--- src/rtl/qarb_pkg.sv ---
package qarb_pkg;
   localparam int unsigned NUM_DST = 2;

   typedef enum logic [0:0] {
      PICK_SCAN = 1'b0,
      PICK_TWOS = 1'b1
   } pick_impl_e;
endpackage

--- src/rtl/qarb_trig_ctl.sv ---
module qarb_trig_ctl (
   input  logic clk,
   input  logic rst_n,
   input  logic trig_i,
   input  logic lvl_mode_i,
   input  logic empty_i,
   input  logic xfer_i,
   input  logic eoq_bit_i,
   input  logic pause_bit_i,
   output logic armed_o,
   output logic elig_o,
   output logic eoq_evt_o,
   output logic pause_evt_o
);
   logic trig_d;
   logic armed_q;
   logic armed_n;
   logic rise;
   logic end_eoq;
   logic end_pause;
   logic gate_shut;

   assign rise      = trig_i & ~trig_d;
   assign end_eoq   = xfer_i & eoq_bit_i;
   assign end_pause = xfer_i & pause_bit_i & ~lvl_mode_i;
   assign gate_shut = lvl_mode_i & ~trig_i;

   // ending a run wins over a trigger edge seen in the same cycle
   always_comb begin
      if (end_eoq || end_pause || gate_shut)
         armed_n = 1'b0;
      else if (rise)
         armed_n = 1'b1;
      else
         armed_n = armed_q;
   end

   always_ff @(posedge clk or negedge rst_n) begin
      if (!rst_n) begin
         trig_d  <= 1'b0;
         armed_q <= 1'b0;
      end else begin
         trig_d  <= trig_i;
         armed_q <= armed_n;
      end
   end

   assign armed_o     = armed_q;
   assign elig_o      = armed_q & ~empty_i & (~lvl_mode_i | trig_i);
   assign eoq_evt_o   = end_eoq;
   assign pause_evt_o = end_pause;
endmodule

--- src/rtl/qarb_prio_pick.sv ---
module qarb_prio_pick #(
   parameter int unsigned         N    = 6,
   parameter qarb_pkg::pick_impl_e IMPL = qarb_pkg::PICK_SCAN
) (
   input  logic [N-1:0] req_i,
   input  logic         en_i,
   output logic [N-1:0] gnt_o
);
   logic [N-1:0] raw;

   generate
      if (IMPL == qarb_pkg::PICK_TWOS) begin : g_twos
         assign raw = req_i & (~req_i + {{(N-1){1'b0}}, 1'b1});
      end else begin : g_scan
         logic found;
         always_comb begin
            raw   = '0;
            found = 1'b0;
            for (int i = 0; i < int'(N); i++) begin
               if (!found && req_i[i]) begin
                  raw[i] = 1'b1;
                  found  = 1'b1;
               end
            end
         end
      end
   endgenerate

   assign gnt_o = en_i ? raw : '0;
endmodule

--- src/rtl/qarb_dispatch.sv ---
module qarb_dispatch #(
   parameter int unsigned          NUM_Q     = 6,
   parameter int unsigned          CMD_W     = 32,
   parameter int unsigned          SEL_BIT   = 25,
   parameter int unsigned          PAUSE_BIT = 30,
   parameter int unsigned          EOQ_BIT   = 31,
   parameter qarb_pkg::pick_impl_e PICK_IMPL = qarb_pkg::PICK_SCAN
) (
   input  logic                     clk,
   input  logic                     rst_n,
   input  logic [NUM_Q-1:0]         q_trig_i,
   input  logic [NUM_Q-1:0]         q_lvl_mode_i,
   input  logic [NUM_Q-1:0]         q_empty_i,
   input  logic [NUM_Q*CMD_W-1:0]   q_head_i,
   input  logic [1:0]               buf_full_i,
   output logic [NUM_Q-1:0]         q_pop_o,
   output logic [1:0]               buf_wr_o,
   output logic [2*CMD_W-1:0]       buf_data_o,
   output logic [NUM_Q-1:0]         q_armed_o,
   output logic [NUM_Q-1:0]         q_eoq_o,
   output logic [NUM_Q-1:0]         q_pause_o
);
   localparam int unsigned NDST = qarb_pkg::NUM_DST;

   // elaboration-time parameter checks
   if (NUM_Q < 1) begin : g_bad_nq
      $error("NUM_Q must be at least 1");
   end
   if (SEL_BIT >= CMD_W || PAUSE_BIT >= CMD_W || EOQ_BIT >= CMD_W) begin : g_bad_pos
      $error("control bit position outside the command word");
   end
   if (SEL_BIT == PAUSE_BIT || SEL_BIT == EOQ_BIT || PAUSE_BIT == EOQ_BIT) begin : g_bad_ovl
      $error("control bit positions must differ");
   end

   logic [CMD_W-1:0] head    [NUM_Q];
   logic [NUM_Q-1:0] q_elig;
   logic [NUM_Q-1:0] q_dsel;
   logic [NUM_Q-1:0] req     [NDST];
   logic [NUM_Q-1:0] gnt     [NDST];

   generate
      for (genvar q = 0; q < int'(NUM_Q); q++) begin : g_q
         assign head[q]   = q_head_i[q*CMD_W +: CMD_W];
         assign q_dsel[q] = head[q][SEL_BIT];

         qarb_trig_ctl u_trig (
            .clk         (clk),
            .rst_n       (rst_n),
            .trig_i      (q_trig_i[q]),
            .lvl_mode_i  (q_lvl_mode_i[q]),
            .empty_i     (q_empty_i[q]),
            .xfer_i      (q_pop_o[q]),
            .eoq_bit_i   (head[q][EOQ_BIT]),
            .pause_bit_i (head[q][PAUSE_BIT]),
            .armed_o     (q_armed_o[q]),
            .elig_o      (q_elig[q]),
            .eoq_evt_o   (q_eoq_o[q]),
            .pause_evt_o (q_pause_o[q])
         );
      end

      for (genvar d = 0; d < int'(NDST); d++) begin : g_dst
         assign req[d] = q_elig & (d == 0 ? ~q_dsel : q_dsel);

         qarb_prio_pick #(
            .N    (NUM_Q),
            .IMPL (PICK_IMPL)
         ) u_pick (
            .req_i (req[d]),
            .en_i  (~buf_full_i[d]),
            .gnt_o (gnt[d])
         );

         assign buf_wr_o[d] = |gnt[d];

         always_comb begin
            buf_data_o[d*CMD_W +: CMD_W] = '0;
            for (int q = 0; q < int'(NUM_Q); q++) begin
               buf_data_o[d*CMD_W +: CMD_W] = buf_data_o[d*CMD_W +: CMD_W]
                                            | (head[q] & {CMD_W{gnt[d][q]}});
            end
         end
      end
   endgenerate

   assign q_pop_o = gnt[0] | gnt[1];
endmodule

--- config.mk ---
export PLATFORM = sky130hd
export DESIGN_NAME = qarb_dispatch
export DESIGN_NICKNAME = d
export VERILOG_FILES = /design/src/rtl/qarb_pkg.sv /design/src/rtl/qarb_trig_ctl.sv /design/src/rtl/qarb_prio_pick.sv /design/src/rtl/qarb_dispatch.sv
export SDC_FILE = /design/constraint.sdc
export NUM_CORES = 1
export LEC_CHECK = 0
export CORE_MARGIN = 8
export CORE_UTILIZATION = 31
export CTS_CLUSTER_DIAMETER = 40
export CTS_CLUSTER_SIZE = 10
export DETAILED_ROUTE_END_ITERATION = 16
export GPL_ROUTABILITY_DRIVEN = 0
export HOLD_SLACK_MARGIN = 0.15
export PLACE_DENSITY = 0.86
export SLEW_MARGIN = 20
export SYNTH_ARGS = -nofsm -noshare
export SYNTH_HDL_FRONTEND = slang
export SYNTH_SLANG_ARGS = --single-unit
--- constraint.sdc ---
create_clock -name clk -period 2.35 [get_ports clk]
set_input_delay 0.47 -clock clk [delete_from_list [all_inputs] [get_ports clk]]
set_output_delay 0.47 -clock clk [all_outputs]
set_load 0.005 [all_outputs]
Word-level counts from Yosys, hierarchy flattened
Cells that the tools add are included.

storage, ports and cells
  register bits = 12
  latch bits = 0
  memory bits (writable) = 0
  memory bits (read-only) = 0
  bits of input ports = 214
  output and inout bits = 90
  word-level logic and storage cells = 184
  memories = 0

cells by class
  add/subtract/negate cells = 0
  multipliers = 0
  divide/modulo/power cells = 0
  order comparisons = 0
  equality and inequality tests = 0
  shifts and indexed selects = 0
  multiplexer cells = 34
  bitwise gates (word level) = 98
  reduce and logical (&&, ||, !) cells = 40

operator list
  cell               count
  $and 32x32->32     12
  $or 32x32->32      10
  $and 1x1->1        42
  $mux 1             32
  $not 1->1          24
  $and 6x6->6        2
  $logic_or 1x1->1   12
  $mux 6             2
  $reduce_bool 2->1  6
  $reduce_or 6->1    2
  $logic_and 1x1->1  10
  $logic_not 1->1    10
  $not 6->6          1
  $or 1x1->1         6
  $or 6x6->6         1

Longest topological paths before layout
Gate-level depths: netlist of the first run.

  word-level depth = 27
  gate-level depth with buffers = 8
  depth with buffers taken out = 6

By module
A second synthesis of the first run with hierarchy kept.

unflattened totals
  cell total of the unflattened synthesis = 408
  area, all modules = 3025.4 µm²

modules (own cells, without submodules)
  module          instances  cells an instance  area each (µm²)  sequential area each (µm²)
  qarb_dispatch   1          330                2234.6           0.0
  qarb_trig_ctl   6          10                 108.9            50.0
  qarb_prio_pick  2          9                  68.8             0.0

Worst setup path after synthesis of the first run
No wires, ideal clock.

  path type = input to output
  start = input port q_lvl_mode_i[1]
  end = output port q_pause_o[2]
  arrival time = 1958 ps
  data required time = 1880 ps
  setup slack = -78 ps
  stages = 8
  buffers on the path = 3
  cells stage by stage = nor2b_2 -> or4_1 -> buf_2 -> and3_1 -> buf_6 -> o21bai_1 -> and3_1 -> buf_4

between the ends
  longest elaborated chain between the ends = 13
  elaborated cells between the ends (all ways) = 20
  those cells by class = mux: 6; bitwise: 8; reduce/logical: 6

RTL lines
  item                        RTL line              source
  start: declaration          qarb_dispatch.sv:12   input logic [NUM_Q-1:0] q_lvl_mode_i,
  $not 1->1 *                 qarb_trig_ctl.sv:49   assign elig_o = armed_q & ~empty_i & (~lvl_mode_i | trig_i);
  $or 1x1->1 *                qarb_trig_ctl.sv:49
  $and 1x1->1 *               qarb_trig_ctl.sv:49
  $and 6x6->6                 qarb_dispatch.sv:64   assign req[d] = q_elig & (d == 0 ? ~q_dsel : q_dsel);
  $logic_and 1x1->1           qarb_prio_pick.sv:20  if (!found && req_i[i]) begin
  $mux 1                      qarb_prio_pick.sv:20
  $logic_not 1->1             qarb_prio_pick.sv:20
  $logic_and 1x1->1           qarb_prio_pick.sv:20
  $mux 1                      qarb_prio_pick.sv:20
  $mux 6                      qarb_prio_pick.sv:29  assign gnt_o = en_i ? raw : '0;
  $or 6x6->6 *                qarb_dispatch.sv:87   assign q_pop_o = gnt[0] | gnt[1];
  via g_q[2].u_trig.xfer_i    qarb_trig_ctl.sv:7    input logic xfer_i,
  $and 1x1->1 * (2 in a row)  qarb_trig_ctl.sv:25   assign end_pause = xfer_i & pause_bit_i & ~lvl_mode_i;
  end: declaration            qarb_dispatch.sv:21   output logic [NUM_Q-1:0] q_pause_o

The timed path passes the listed nets; every way through them passes the cells marked *.

Final worst setup path of the first run
  start = input port q_lvl_mode_i[1]
  end = output port buf_data_o[44]

between the ends
  longest elaborated chain between the ends = 21
  elaborated cells between the ends (all ways) = 33
  those cells by class = mux: 10; bitwise: 14; reduce/logical: 9

RTL lines
  item                 RTL line              source
  $not 1->1 *          qarb_trig_ctl.sv:49
  $or 1x1->1 *         qarb_trig_ctl.sv:49
  $and 1x1->1 *        qarb_trig_ctl.sv:49
  $and 6x6->6 *        qarb_dispatch.sv:64
  $logic_and 1x1->1 *  qarb_prio_pick.sv:20
  $mux 1               qarb_prio_pick.sv:20
  $logic_not 1->1      qarb_prio_pick.sv:20
  $logic_and 1x1->1    qarb_prio_pick.sv:20
  (+5 left out)        -
  $logic_and 1x1->1    qarb_prio_pick.sv:20
  $mux 1               qarb_prio_pick.sv:20
  $logic_not 1->1      qarb_prio_pick.sv:20
  $logic_and 1x1->1    qarb_prio_pick.sv:20
  $mux 1               qarb_prio_pick.sv:20
  $mux 6 *             qarb_prio_pick.sv:29
  $and 32x32->32       qarb_dispatch.sv:81   | (head[q] & {CMD_W{gnt[d][q]}});
  $or 32x32->32 *      qarb_dispatch.sv:81
  end: declaration     qarb_dispatch.sv:18   output logic [2*CMD_W-1:0] buf_data_o,

Every way passes the cells marked *; elsewhere a longest branch is shown, timed or not.

==> metrics.txt, run 1 <==
Crit. End Element=output pin; Max Slew Vio Count=0; IO Count=304; leakage=slightly below 4 nW; Antenna Nets Post-Route=0; DP HPWL=between 15000 and 20000 um; outcome=finished with violations; die width=approximately 130 um; Initial Util=0.318; via-per-instance ratio=approximately 6.3; Post-synth top cells=a21oi_1, o21ai_0, nand2_1, a22oi_1, nand3_1; sw frac=0.382; Iter 0 DRT Violations=approximately 720; Post-Syn Area=3830 sq um; Post-CTS Hold Fix Bufs=0; Synth area leader=a21oi_1; Internal=approximately 1.4 mW; Seq cells post-synth=12; Async SR Flop Fraction=1.00; Rel. slew slack=0.597; number of global-route vias before repair=approximately 7500; DR WL/cell=~26 um; vias=7259; setup violators final=between 70 and 80; failing checks=setup timing; min cycle time layout=2840 ps; Post-synth EDFFs=0; Die Height=approximately 130 um; initial antenna violation count=2; crit share post-route=1.21; syn_nets=between 700 and 800; Core Area=12100 sq um; met1 Use GR=0.365; Area growth syn-to-layout=134%; Hold Crit Class=flip-flop to flip-flop; critical path arrival=2370 ps; library cells used by synthesis=54; number of CTS-inserted buffers=3; met3 Resource Use GR=0.0919; Global Route Usage Sum=0.336; Post-Syn Area per Cell=6.74 sq um; Setup TNS Final=-31380 ps; Longest Clk Path Bufs=2; largest cells by area after synthesis=a21oi_1, a22oi_1, dfrtp_1; Comb pwr share=0.749; std cell rows=40; Clock Power Share=0.142; WP data required=about 1900 ps; final net count=around 1200; setup ws final=-495 ps; WL final=roughly 30000 um; TritonCTS clock tree=done; met2 Track Usage GR=0.576; clk sinks=12; CP Class=input port to output pin; area share of the largest cell type after synthesis=0.133; peak supply drop=~0.00023 V; clk root buf=clkbuf_16; power share of the sequential group=0.109; Critical Path Start Type=input port; Skew-Pair Late Insertion Delay=~240 ps; pin count of the biggest net entering global routing=25; # H-tree levels=1; grt peak-use layer=met2; DRC Markers=0; power density over cell area=approximately 250 nW/um^2; Max FO, Critical Path=4; Final Util=0.742; die area=approximately 16000 sq um; register area share after synthesis=0.0784; ys flop type=dfrtp_1; clock skew=just under 0.8 ps; Max Fclk=approximately 350 MHz; area of the multi-input gates=3680 sq um; Yosys warnings=0; fillcell total=between 800 and 900; drt first pass iters=6; Reg area=about 300 sq um; layout cells sized above 1=0.452; # port buffers=302; Final Hold Viols=0; Mapped Cells=~570; slew at the pin closest to its max-slew limit=~600 ps; gr ovfl total=0; most frequent cell after synthesis=a21oi_1; P_sw=roughly 0.85 mW; first-pass GRT wire length=around 43000 um; Max Cap Violations=0; Worst-path clk slew=about 40 ps; RSZ-0062 raised after global routing=true
what timing repair did:
action,in CTS,in global routing
setup buffers,62,27
pin swaps,87,52
gates resized for setup,508,114
cloned,15,1
setup endpoints to repair,85,82
logic make-up after synthesis:
| family | after synthesis | synth area share |
|---|---|---|
| DFF | 12 | 0.0784 |
| buffers and inverters | 90 | 0.131 |
| AOI/OAI and AO/OA | 290 | 0.521 |
| and+or+nand+nor | 176 | 0.269 |
| other | 1 | 0.000978 |
metal layers:
metal | part of all wire | wire length (um)
met5 | 0 | 0
met3 | 0.12 | 3480
met4 | 0.072 | 2150
met2 | 0.47 | 14000
met1 | 0.34 | 10200
power by group through the flow:
stage	clock network, mW	logic, mW	registers (mW)
finish	0.313	1.66	0.242
global route	0.323	1.74	0.242
CTS	0.309	1.54	0.240
detailed placement	0	1.42	0.241
global placement	0	1.41	0.239
floorplan	0	0.485	0.242
metrics by stage:
stage / instances / power [mW] / hold slack [ps] / worst slack (ps) / area [sq um]
after floorplan: 569 / 0.728 / 174 / -65.3 / 3920
after global placement: 1070 / 1.65 / 418 / -1140 / 7640
after detailed placement: 1070 / 1.66 / 430 / -1160 / 7640
after CTS: 1145 / 2.09 / 435 / -699 / 8730
after global routing: 1155 / 2.30 / 437 / -527 / 8950
final: 1156 / 2.21 / 432 / -495 / 8950
path summary, 6_finish.rpt:
kind                                            start               endpoint  slack [ps]  depth (start not counted)
min in group asynchronous                       rst_n  g_q[4].u_trig.armed_o         610                          1
worst max-delay path                  q_lvl_mode_i[1]         buf_data_o[44]        -490                         11
max in group asynchronous                       rst_n  g_q[1].u_trig.armed_o        1350                          1
worst min-delay path             g_q[1].u_trig.trig_d  g_q[1].u_trig.armed_o         430                          1
worst min register to register   g_q[1].u_trig.trig_d  g_q[1].u_trig.armed_o         430                          1
worst max register to register  g_q[1].u_trig.armed_o  g_q[5].u_trig.armed_o         360                          9
worst max-delay path, stage by stage:
cell and delay [ps]:
buf_6 90, nor2b_4 120, or4_4 570, buf_12 160
nand4_4 80, nor2_4 80, clkbuf_16 160, buf_8 130
a221oi_4 280, nand2_1 90, buf_2 130
registers in the layout, indices dropped and copies added (netlist names):
| register | count |
|---|---|
| g_q.u_trig.trig_d | 6 |
| g_q.u_trig.armed_o | 6 |
cell type report:
cell class              count  share of cell area
multi-input cells         469               0.411
inverters                  11             0.00461
well taps                 168              0.0235
clock buffers               3             0.00838
diodes                      3            0.000838
flip-flops and latches     12              0.0335
repair buffers            490               0.519
layout by cell type, fill, tap and decap left out, types with 9 or more instances in the layout:
cell type | Yosys | routed
clkdlybuf4s50_1 | 0 | 193
o21ai_2 | 5 | 12
buf_2 | 14 | 72
buf_6 | 6 | 54
nand3_1 | 33 | 31
buf_4 | 27 | 111
a22oi_2 | 5 | 23
clkbuf_2 | 0 | 11
a221oi_2 | 10 | 16
a221oi_1 | 22 | 12
a21oi_2 | 1 | 22
buf_8 | 0 | 11
a31o_2 | 19 | 17
o21ai_1 | 0 | 9
nor3b_1 | 20 | 19
buf_12 | 0 | 18
o21ai_0 | 58 | 42
a22oi_1 | 44 | 26
dfrtp_1 | 12 | 12
nand2_1 | 57 | 55
a21oi_1 | 102 | 77
a221o_1 | 13 | 13
Power figures use the tool's default switching activity.
==> run 2, diff against run 1 <==
--- a/config.mk
+++ b/config.mk
@@ -10,7 +10,6 @@
 export CTS_CLUSTER_DIAMETER = 40
 export CTS_CLUSTER_SIZE = 10
 export DETAILED_ROUTE_END_ITERATION = 16
-export GPL_ROUTABILITY_DRIVEN = 0
 export HOLD_SLACK_MARGIN = 0.15
 export PLACE_DENSITY = 0.86
 export SLEW_MARGIN = 20
==> metrics.txt, run 2 (synthesis gave the netlist of run 1 again) <==
Area growth syn-to-layout=137%; DP Cell Count=1060 (-0.93%); Initial Util=0.318 (unchanged); Rel. slew slack=0.569 (-0.0278); die width=127 um (unchanged); die area=16200 sq um (unchanged); failing checks=setup timing; WP data required=1880 ps (about the same); CP Cell Sequence=buf_6 -> nor2b_4 -> or4b_4 -> or4_4 -> nor2_4 -> buf_12 -> buf_12 -> a21oi_2 -> nand2_1 -> buf_2; CP top delay family=simple AND/OR/NAND/NOR gates; commonest non-fill, non-tap cell in the layout=clkdlybuf4s50_1; Longest Clk Path Bufs=2 (unchanged); outcome=finished with violations; most frequent cells in the layout=clkdlybuf4s50_1, buf_4, a21oi_1; DR WL/cell=25.7 um (-0.74%); Clock Power Share=0.144 (+0.002); placer's final routability congestion estimate=0.899; Internal=1.36 mW (-0.15%); Skew-Pair Late Insertion Delay=240 ps (about the same); non-filler cells, final=1142 (-1.2%); Comb pwr share=0.748 (about the same); TritonCTS clock tree=done; RSZ-0062 raised after global routing=true; P_sw=0.850 mW (+0.54%); number of CTS-inserted buffers=3 (unchanged); min cycle time layout=2900 ps (+56.6 ps); Min Hold Slack=427 ps (-5.50 ps); clk sinks=12 (unchanged); peak supply drop=0.000269 V (+16%); r2r startpoint=g_q[1].u_trig.armed_o; total power=2.21 mW (+0.12%); Die Height=127 um (unchanged); pin count of the biggest net entering global routing=34 (+36%); Critical Path Max Stage Delay=490 ps (-80 ps); Post-CTS Hold Fix Bufs=0 (unchanged); Hold Crit Class=input port to flip-flop; # H-tree levels=1 (unchanged); Final Hold Viols=0 (unchanged); crit share post-route=1.23 (+0.0241); Critical-path top delay cell=or4b_4; Antenna Nets Post-Route=0 (unchanged); DP HPWL=19500 um (-1.5%); sw frac=0.384 (+0.00163); initial antenna violation count=2 (unchanged); Iter 0 DRT Violations=881 (+23%); clk root buf=clkbuf_16; Max FO, Critical Path=7 (+3); gr ovfl total=0 (unchanged); clock skew=3.28 ps (+2.51 ps); power density over cell area=243 nW/um^2 (-1.5%); number of global-route vias before repair=7299 (-2.9%); setup ws final=-551 ps (-56.6 ps); fillcell total=819 (-7.0%); setup violators final=78 (unchanged); Critical Path Start Type=input port; std cell rows=40 (unchanged); DRC Markers=0 (unchanged); Max Slew Vio Count=0 (unchanged); vias=7027 (-3.2%); WL final=29300 um (-1.9%); worst hold start=q_trig_i[0]; # port buffers=302 (unchanged); final net count=1188 (-1.1%); IO Count=304 (unchanged); via-per-instance ratio=6.15 (-2.0%); Worst-path clk slew=40 ps (about the same); CP Class=input port to output pin; Max Cap Violations=0 (unchanged); power share of the sequential group=0.109 (about the same); Core Area=12100 sq um (unchanged); layout cells sized above 1=0.454 (+0.00193); Global Route Usage Sum=0.328 (-0.00748); Crit. End Element=output pin; slew at the pin closest to its max-slew limit=644 ps (+41.6 ps); Max Fclk=345 MHz (-2.0%); critical path arrival=2430 ps (+60 ps); most frequent CP cell=buf_12; first-pass GRT wire length=41800 um (-2.4%); leakage=3.86 nW (-0.41%); Crit. Startpoint=q_lvl_mode_i[5]; worst path bufs/invs=4 (-1); drt first pass iters=5 (-1)
run 2: changes by cell type in the layout (fill, tap and decap cells not counted), sizes merged:
cell           before  now
clkdlybuf4s15       2    6
clkbuf             16   11
and3                8    6
bufbuf              3    0
buf               268  262
dlymetal6s2s        3    2
diode               3    2
run 2: stage by stage:
| stage | util | TNS, ps | setup slack, ps | cell area (sq um) |
|---|---|---|---|---|
| floorplan | - | -2470 | -65.3 | 3920 |
| CTS | 0.735 | -34510 | -687 | 8870 |
| global route | 0.754 | -35010 | -557 | 9100 |
| finish | 0.754 | -32640 | -551 | 9100 |
| global placement | 0.630 | -88360 | -1150 | 7600 |
| detailed placement | 0.630 | -90510 | -1220 | 7600 |
run 2: worst paths after layout:
kind / endpoint / slack [ps] / depth (start not counted)
max reg2reg: g_q[5].u_trig.armed_o / 300 / 10
max: buf_data_o[21] / -550 / 10
min: g_q[0].u_trig.trig_d / 430 / 2
max in group asynchronous: g_q[5].u_trig.armed_o / 1310 / 1
min reg2reg: g_q[1].u_trig.armed_o / 470 / 1
min in group asynchronous: g_q[2].u_trig.armed_o / 630 / 1
run 2: layout make-up:
type	count	area [sq um]	area share
diodes	2	5.00	0.000550
well taps	168	210	0.0231
repair buffers	479	4640	0.510
multi-input cells	467	3820	0.420
inverters	11	41.3	0.00454
flip-flops and latches	12	300	0.0330
clock buffers	3	75.1	0.00825
run 2: routing by layer:
layer / up-vias / GRT usage / share of wire
met5: - / 0 / 0
met4: 0 / 0.171 / 0.063
met3: 147 / 0.0824 / 0.11
met2: 628 / 0.561 / 0.47
met1: 3237 / 0.370 / 0.35
li1: 3015 / - / -
run 2: timing repair:
action,CTS,global route
gates cloned,14,3
resized for setup,569,92
setup endpoints to repair,84,83
pin swaps,78,59
buffers inserted,68,17
run 2: power groups by stage:
stage	clock, mW	combinational, mW	sequential [mW]
finish	0.318	1.65	0.241
global route	0.327	1.73	0.242
CTS	0.313	1.55	0.238
detailed placement	0	1.42	0.240
global placement	0	1.40	0.240
floorplan	0	0.485	0.242
==> run 3, diff against run 2 <==
==> constraint.sdc (replaced) <==
create_clock -name clk -period 2.5 [get_ports clk]
set_input_delay 0.5 -clock clk [delete_from_list [all_inputs] [get_ports clk]]
set_output_delay 0.5 -clock clk [all_outputs]
set_load 0.005 [all_outputs]
==> metrics.txt, run 3 (synthesis gave the netlist of run 1 again) <==
Critical Path Start Type=input port; vias=7223 (+2.8%); Max Fclk=323 MHz; DRC Markers=0 (unchanged); first-pass GRT wire length=44700 um (+7.0%); via-per-instance ratio=6.29 (+2.3%); leakage=3.90 nW (+1.1%); WL final=30600 um (+4.4%); crit share post-route=1.24; # H-tree levels=1 (unchanged); std cell rows=40 (unchanged); WP data required=2000 ps (+120 ps); most frequent cells in the layout=clkdlybuf4s50_1, buf_4, a21oi_1; Initial Util=0.318 (unchanged); Final Util=0.756 (+0.00135); Rel. slew slack=0.555 (-0.0142); total power=2.14 mW (-3.2%); number of CTS-inserted buffers=3 (unchanged); CP Class=input port to output pin; Final Cell Area=9110 sq um (+0.18%); initial antenna violation count=1 (-1); commonest non-fill, non-tap cell in the layout=clkdlybuf4s50_1; setup ws final=-591 ps (-40.0 ps); Skew-Pair Late Insertion Delay=240 ps (about the same); die area=16200 sq um (unchanged); Longest Clk Path Bufs=2 (unchanged); clk root buf=clkbuf_16; die width=127 um (unchanged); RSZ-0062 raised after global routing=true; placer's final routability congestion estimate=0.917 (+2.0%); Max Slew Vio Count=0 (unchanged); clk sinks=12 (unchanged); # port buffers=302 (unchanged); Global Route Usage Sum=0.352 (+0.0237); Max FO, Critical Path=5 (-2); min cycle time layout=~3100 ps; outcome=finished with violations; critical path arrival=2590 ps (+160 ps); Hold Crit Class=input port to flip-flop; power density over cell area=235 nW/um^2 (-3.4%); Area growth syn-to-layout=138%; final net count=1193 (+0.42%); non-filler cells, final=1148 (+0.53%); pin count of the biggest net entering global routing=31 (-8.8%); DP Cell Count=1055 (-0.47%); setup violators final=77 (-1.3%); number of global-route vias before repair=7601 (+4.1%); Setup TNS Final=-27220 ps (+5420 ps); Iter 0 DRT Violations=784 (-11%); gr ovfl total=0 (unchanged); placed instance area=7460 sq um (-1.8%); Crit. End Element=output pin; DP HPWL=19200 um (-1.3%); IO Count=304 (unchanged); Die Height=127 um (unchanged); drt first pass iters=6 (+1); Max Cap Violations=0 (unchanged); Core Area=12100 sq um (unchanged); Post-CTS Hold Fix Bufs=0 (unchanged); Worst-path clk slew=50 ps (about the same); peak supply drop=0.000237 V (-12%); Final Hold Viols=0 (unchanged); clock skew=0.786 ps (-2.50 ps); failing checks=setup timing; DR WL/cell=26.6 um (+3.8%); layout cells sized above 1=0.434 (-0.0202); Antenna Nets Post-Route=0 (unchanged); slew at the pin closest to its max-slew limit=666 ps (+21.3 ps); TritonCTS clock tree=done
## run 3: cell types whose count changed in the layout (fill, tap and decap cells not counted), sizes merged
cell	change
nor2	+1
clkbuf	-3
dlygate4sd2	+7
dlymetal6s2s	-2
buf	+2
bufbuf	+1
## run 3: report_power, final
part | total, mW | internal (mW) | switching (mW)
Sequential | 0.223 | 0.213 | 0.0101
Combinational | 1.58 | 0.867 | 0.711
Clock | 0.342 | 0.243 | 0.0988
## run 3: repair_timing
item,4_1_cts,5_1_grt
setup endpoints to repair,85,82
pin swaps,78,52
gates cloned,9,2
setup buffers,70,19
gates resized for setup,553,94
## run 3: stage by stage
stage               setup slack (ps)  hold WS [ps]
global route                    -622           406
floorplan                       12.0           204
CTS                             -653           422
detailed placement             -1310           429
finish                          -591           402
global placement               -1230           427
## run 3: final cells by class
| class | count | area (sq um) |
|---|---|---|
| fill | 829 | 2950 |
| inverter | 11 | 41.3 |
| tap | 168 | 210 |
| timing repair buffer | 483 | 4720 |
| sequential | 12 | 300 |
| clock buffer | 4 | 88.8 |
| multi-input combinational | 468 | 3750 |
| antenna | 2 | 5.00 |
## run 3: per-layer routing
layer / track usage / vias up / wire length [um]
met5: 0 / - / 0
met4: 0.203 / 0 / 2030
met3: 0.114 / 169 / 3680
met2: 0.590 / 673 / 14300
met1: 0.384 / 3356 / 10600
li1: - / 3025 / -
## run 3: worst max-delay path, cell delays in order
cell	delay [ps]
buf_6	90
nor2b_4	120
buf_6	100
or4b_4	510
or4_4	470
nor2_4	130
buf_12	130
buf_12	140
buf_8	110
a21oi_2	40
nand2_1	90
buf_2	130
## run 3: worst paths after layout
path                                        from                    end  cells after the start  slack [ps]
hold / removal                       q_trig_i[3]   g_q[3].u_trig.trig_d                      1         400
max in group asynchronous                  rst_n  g_q[2].u_trig.armed_o                      1        1410
hold reg to reg             g_q[1].u_trig.trig_d  g_q[1].u_trig.armed_o                      1         470
setup reg to reg           g_q[1].u_trig.armed_o  g_q[5].u_trig.armed_o                     12         110
min in group asynchronous                  rst_n  g_q[0].u_trig.armed_o                      1         670
setup / recovery                 q_lvl_mode_i[5]         buf_data_o[19]                     12        -590
